$ cat config.mk
export PLATFORM = sky130hd
export DESIGN_NAME = fpcsr_unit
export DESIGN_NICKNAME = d
export VERILOG_FILES = /design/src/rtl/fpcsr_pkg.sv /design/src/rtl/fpcsr_event.sv /design/src/rtl/fpcsr_wrtrap.sv /design/src/rtl/fpcsr_branch.sv /design/src/rtl/fpcsr_unit.sv
export SDC_FILE = /design/constraint.sdc
export NUM_CORES = 1
export LEC_CHECK = 0
export BUFFER_PORTS_ARGS = -buffer_cell sky130_fd_sc_hd__buf_2
export CORE_UTILIZATION = 38
export CTS_CLUSTER_SIZE = 20
export DETAILED_ROUTE_END_ITERATION = 8
export HOLD_SLACK_MARGIN = 0.02
export PLACE_DENSITY = 0.79
export SYNTH_ARGS = -nofsm -noshare
export SYNTH_HDL_FRONTEND = slang
export SYNTH_SLANG_ARGS = --single-unit
$ cat constraint.sdc
create_clock -name clk -period 1.95 [get_ports clk]
set_clock_uncertainty 0.15 [all_clocks]
set_input_delay 0.39 -clock clk [delete_from_list [all_inputs] [get_ports clk]]
set_output_delay 0.39 -clock clk [all_outputs]
set_load 0.02 [all_outputs]
$ cat src/rtl/fpcsr_pkg.sv
package fpcsr_pkg;
  localparam int WORD_W    = 32;
  localparam int RM_W      = 2;
  localparam int EXC_N     = 5;
  localparam int CAUSE_N   = EXC_N + 1;
  localparam int UNIMP_IDX = EXC_N;
  localparam int RM_LSB    = 0;
  localparam int FLAG_LSB  = RM_LSB + RM_W;
  localparam int EN_LSB    = FLAG_LSB + EXC_N;
  localparam int CAUSE_LSB = EN_LSB + EXC_N;
  localparam int CMP_BIT   = 23;
  localparam int FS_BIT    = 24;

  typedef struct packed {
    logic               fs;
    logic               cmp;
    logic [CAUSE_N-1:0] cause;
    logic [EXC_N-1:0]   en;
    logic [EXC_N-1:0]   flag;
    logic [RM_W-1:0]    rm;
  } csr_t;

  function automatic logic [WORD_W-1:0] csr_pack(input csr_t s);
    logic [WORD_W-1:0] w;
    w = '0;
    w[RM_LSB +: RM_W]        = s.rm;
    w[FLAG_LSB +: EXC_N]     = s.flag;
    w[EN_LSB +: EXC_N]       = s.en;
    w[CAUSE_LSB +: CAUSE_N]  = s.cause;
    w[CMP_BIT]               = s.cmp;
    w[FS_BIT]                = s.fs;
    return w;
  endfunction

  function automatic csr_t csr_unpack(input logic [WORD_W-1:0] w);
    csr_t s;
    s.rm    = w[RM_LSB +: RM_W];
    s.flag  = w[FLAG_LSB +: EXC_N];
    s.en    = w[EN_LSB +: EXC_N];
    s.cause = w[CAUSE_LSB +: CAUSE_N];
    s.cmp   = w[CMP_BIT];
    s.fs    = w[FS_BIT];
    return s;
  endfunction
endpackage

$ cat src/rtl/fpcsr_event.sv
module fpcsr_event
  import fpcsr_pkg::*;
#(
  parameter int N_EXC = EXC_N
) (
  input  logic [N_EXC-1:0] cur_flag,
  input  logic [N_EXC-1:0] cur_en,
  input  logic [N_EXC:0]   cur_cause,
  input  logic             op_start,
  input  logic             ev_valid,
  input  logic [N_EXC:0]   ev_mask,
  output logic [N_EXC-1:0] nxt_flag,
  output logic [N_EXC:0]   nxt_cause,
  output logic             ev_trap
);
  localparam int UI = N_EXC;

  logic [N_EXC:0]   hit;
  logic [N_EXC:0]   base_cause;
  logic [N_EXC-1:0] trap_vec;

  assign hit        = ev_valid ? ev_mask : '0;
  assign base_cause = op_start ? '0 : cur_cause;

  for (genvar i = 0; i < N_EXC; i++) begin : g_exc
    assign trap_vec[i]  = hit[i] & cur_en[i];
    assign nxt_flag[i]  = cur_flag[i] | (hit[i] & ~cur_en[i]);
    assign nxt_cause[i] = base_cause[i] | hit[i];
  end

  assign nxt_cause[UI] = base_cause[UI] | hit[UI];
  assign ev_trap       = (|trap_vec) | hit[UI];
endmodule

$ cat src/rtl/fpcsr_wrtrap.sv
module fpcsr_wrtrap
  import fpcsr_pkg::*;
(
  input  logic [WORD_W-1:0] wdata,
  output logic              wr_trap
);
  csr_t w;
  assign w       = csr_unpack(wdata);
  assign wr_trap = (|(w.cause[EXC_N-1:0] & w.en)) | w.cause[UNIMP_IDX];
endmodule

$ cat src/rtl/fpcsr_branch.sv
module fpcsr_branch (
  input  logic clk,
  input  logic rst,
  input  logic br_valid,
  input  logic br_on_true,
  input  logic br_likely,
  input  logic fpu_usable,
  input  logic cond_bit,
  output logic br_taken,
  output logic br_annul
);
  logic go, take;
  assign go   = br_valid & fpu_usable;
  assign take = br_on_true ? cond_bit : ~cond_bit;

  always_ff @(posedge clk) begin
    if (rst) begin
      br_taken <= 1'b0;
      br_annul <= 1'b0;
    end else begin
      br_taken <= go & take;
      br_annul <= go & br_likely & ~take;
    end
  end
endmodule

$ cat src/rtl/fpcsr_unit.sv
module fpcsr_unit
  import fpcsr_pkg::*;
(
  input  logic              clk,
  input  logic              rst,
  input  logic              sw_we,
  input  logic [WORD_W-1:0] sw_wdata,
  output logic [WORD_W-1:0] rd_data,
  input  logic              op_start,
  input  logic              ev_valid,
  input  logic [CAUSE_N-1:0] ev_mask,
  input  logic              cmp_valid,
  input  logic              cmp_value,
  output logic              trap_req,
  input  logic              br_valid,
  input  logic              br_on_true,
  input  logic              br_likely,
  input  logic              fpu_usable,
  output logic              br_taken,
  output logic              br_annul,
  output logic [RM_W-1:0]   rnd_mode,
  output logic              ftz
);
  csr_t               csr_q, csr_d;
  logic               hw_busy, sw_take;
  logic [EXC_N-1:0]   nxt_flag;
  logic [CAUSE_N-1:0] nxt_cause;
  logic               ev_trap, wr_trap;

  assign hw_busy = op_start | ev_valid | cmp_valid;
  assign sw_take = sw_we & ~hw_busy;

  fpcsr_event #(.N_EXC(EXC_N)) u_event (
    .cur_flag (csr_q.flag),
    .cur_en   (csr_q.en),
    .cur_cause(csr_q.cause),
    .op_start (op_start),
    .ev_valid (ev_valid),
    .ev_mask  (ev_mask),
    .nxt_flag (nxt_flag),
    .nxt_cause(nxt_cause),
    .ev_trap  (ev_trap)
  );

  fpcsr_wrtrap u_wrtrap (
    .wdata  (sw_wdata),
    .wr_trap(wr_trap)
  );

  fpcsr_branch u_branch (
    .clk       (clk),
    .rst       (rst),
    .br_valid  (br_valid),
    .br_on_true(br_on_true),
    .br_likely (br_likely),
    .fpu_usable(fpu_usable),
    .cond_bit  (csr_q.cmp),
    .br_taken  (br_taken),
    .br_annul  (br_annul)
  );

  always_comb begin
    if (sw_take) begin
      csr_d = csr_unpack(sw_wdata);
    end else begin
      csr_d       = csr_q;
      csr_d.flag  = nxt_flag;
      csr_d.cause = nxt_cause;
      if (cmp_valid) csr_d.cmp = cmp_value;
    end
  end

  always_ff @(posedge clk) begin
    if (rst) begin
      csr_q    <= '0;
      trap_req <= 1'b0;
    end else begin
      csr_q    <= csr_d;
      trap_req <= ev_trap | (sw_take & wr_trap);
    end
  end

  assign rd_data  = csr_pack(csr_q);
  assign rnd_mode = csr_q.rm;
  assign ftz      = csr_q.fs;
endmodule

==> summary.md <==
| Metric | Value |
|---|---|
| Status | `finished, final reports clean` |
| HPWL after DPL | `1907 um` |
| Clock-pin slew on the worst setup and hold paths | `130 ps` |
| Path type of the worst setup path | `input pin to register` |
| Met2 track utilization from global routing | `30.92%` |
| Largest net degree at the start of global routing | `20` |
| Max cap viols | `0` |
| Critical path buffers and inverters | `2` |
| Cts-stage hold buffer count | `0` |
| Slew Viols, Final | `0` |
| Post_cts resized | `0` |
| Initial Util | `41.62%` |
| Number of flops mapped to enable cells by yosys | `0` |
| Mapped cell area | `1069 sq um` |
| Post-synthesis cell type count | `23` |
| Vias per cell | `4.885` |
| Final critical-path setup slack | `442.6 ps` |
| Max Root-Sink Buffers | `2` |
| Final clock period utilization by the worst path | `77.30%` |
| Register area | `460.4 sq um` |
| Ranking of synthesized cells by area | `dfxtp_1 43%, buf_4 11%, nand2_1 6.7%` |
| Synth Warn # | `0` |
| Total power per unit cell area | `667.3 nW/um^2` |
| Cell Chain, Critical Path | `buf_2 -> or4b_1 -> buf_4 -> o221a_1` |
| Final Instance Area | `1370 sq um` |
| Gr usage total | `17.17%` |
| Vias | `1,065` |
| Average wire per standard cell | `11.45 um` |
| Design Power | `914.3 uW` |
| Hold WC Path Type | `input pin to register` |
| R2R Setup Slk | `790 ps` |
| Place WS | `112.5 ps` |
| Antenna viol nets, final | `0` |
| Crit. path cell count | `4` |
| Std cell rows | `18` |
| Maximum clock frequency | `663.4 MHz` |
| First-pass GRT wire length | `3608 um` |
| Area of the multi-input gates | `475.5 sq um` |
| Overflow after GRT | `0` |
| Post-synth top area share | `43.09%` |
| Mean Syn Cell Area | `8.283 sq um` |
| DRC viols | `0` |
| Synthesis-stage register bit count | `23` |
| H-tree depth | `1` |
| Critical Path AT | `1570 ps` |
| Initial antenna violation count | `0` |
| Pre-Repair DR Iteration Count | `4` |
| Asr flop ratio synth | `0%` |
| Post-CTS setup buffer count | `0` |
| VDD IR-drop max | `387.4 uV` |
| Crit Reg-Reg Endpoint | `trap_req` |
| Die X | `55.03 um` |
| Vias in the first global route | `875` |
| CTS tree | `done` |
| Reg2Reg Depth | `3` |
| Crit path largest cell delay | `600 ps` |
| NumNets Final | `238` |
| Maximum fanout along the worst path | `8` |
| Count leader, synth | `dfxtp_1` |
| Share of cells above drive strength 1 | `38.30%` |
| Global Route met1 Usage | `19.44%` |
| I/O Pins | `87` |
| Min cycle time layout | `1507 ps` |
| CP Launch Type | `input pin` |
| CP endpoint | `rd_data[6]` |
| Top_reg_cell synth | `dfxtp_1` |
| CP top delay family | `simple AND/OR/NAND/NOR gates` |
| Slowest cell on crit path | `or4b_1` |
| CP endpoint kind | `register` |
| Later-pin clock latency in the skew report | `300 ps` |
| Diode count | `0` |
| R2R Path Start | `rd_data[11]` |
| Crit path from | `op_start` |
| Hold Fails Final Rpt | `0` |
| Critical Path RT | `2010 ps` |
| Yosys top cell by area | `dfxtp_1` |
| # setup viols final | `0` |
| Clk sinks | `23` |
| Routability cong. | `0.8788` |
| Grt peak-use layer | `met2` |
| Pleak | `0.0006703 uW` |
| RSZ-0062 raised after global routing | `false` |
| Mapped Cells | `129` |
| # port buffers | `62` |
| Met3 GRT Util | `3.279%` |
| Area growth syn-to-layout | `28.22%` |
| Fillers | `282` |
| Iter 0 DRT Violations | `23` |
| Chip Height | `55.03 um` |
| CTS Buf Count | `3` |
| Min Hold Slack | `141.4 ps` |
| DP Area | `1344 sq um` |
| Clk root buf | `clkbuf_4` |
| Final wirelength | `2497 um` |
| Hold path depth | `3` |
| CORE AREA | `2567 sq um` |
| Die area | `3028 sq um` |
| Post-synthesis sequential area ratio | `43.09%` |
| Setup tns final | `0 ps` |
| Top cells by count, synth | `23 x dfxtp_1, 19 x nand2_1, 16 x buf_4` |
## report_power, final
| group | leakage (uW) | internal [uW] | total, uW | switching [uW] |
|---|---|---|---|---|
| clock network | 0.0000150 | 79.6 | 214 | 134 |
| registers | 0.000189 | 494 | 507 | 12.7 |
| logic | 0.000467 | 75.5 | 194 | 118 |
## metrics by stage
step           cells  util (%)
2_1_floorplan    140         -
3_3_place_gp     214     52.34
3_5_place_dp     214     52.34
4_1_cts          218     53.36
5_1_grt          218     53.36
6_report         218     53.36
## area by class of cell
class                      count  share of cell area, %
inverter                       6                  1.644
multi-input combinational     88                  34.70
sequential                    23                  33.61
tap                           30                  2.740
timing repair buffer          67                  25.39
clock buffer                   4                  1.918
## sequential cells by signal, indices dropped and copies added (netlist names)
name	flops
ftz	1
rd_data	17
rnd_mode	2
trap_req	1
u_branch.br_annul	1
u_branch.br_taken	1
## logic make-up (layout without fill, tap and decap cells)
logic type             Yosys count  after routing  synth area share, %
AO/OA/AOI/OAI                   37             37                22.83
AND/OR/NAND/NOR                 37             37                15.69
buffers and inverters           29             77                16.28
flip-flops                      23             23                43.09
other                            1             12               0.3510
XOR/XNOR                         1              1               0.8198
multiplexers                     1              1               0.9368
## worst min-delay path, cell delays in order
cell and delay [ps]:
buf_2 90, nand2_1 50, nor3_1 40
## cell usage in the layout (no fill, tap or decap), types with 3 or more instances in the layout
| master | n |
|---|---|
| clkbuf_4 | 3 |
| dfxtp_1 | 23 |
| buf_4 | 5 |
| a31oi_1 | 4 |
| nor2_1 | 7 |
| inv_1 | 6 |
| a22oi_1 | 4 |
| a21oi_1 | 14 |
| a221oi_1 | 6 |
| nor3_1 | 8 |
| conb_1 | 12 |
| o21ai_1 | 5 |
| nand2_1 | 19 |
| buf_2 | 62 |
## layer usage
metal  vias to the layer above  part of all wire [%]  routed length [um]
met2                        49                    46                1157
li1                        543                     -                   -
met5                         -                     0                   0
met3                         2                   8.9                 221
met1                       471                    44                1095
met4                         0                  0.92                  23
## worst min-delay path by stage
stage	startpoint	endpoint	slack [ps]
floorplan	br_likely	u_branch.br_annul	360
global placement	rnd_mode[1]	rnd_mode[1]	300
detailed placement	rnd_mode[1]	rnd_mode[1]	310
CTS	br_likely	u_branch.br_annul	140
global route	sw_wdata[11]	rd_data[11]	140
finish	br_likely	u_branch.br_annul	140
Power figures use the tool's default switching activity.
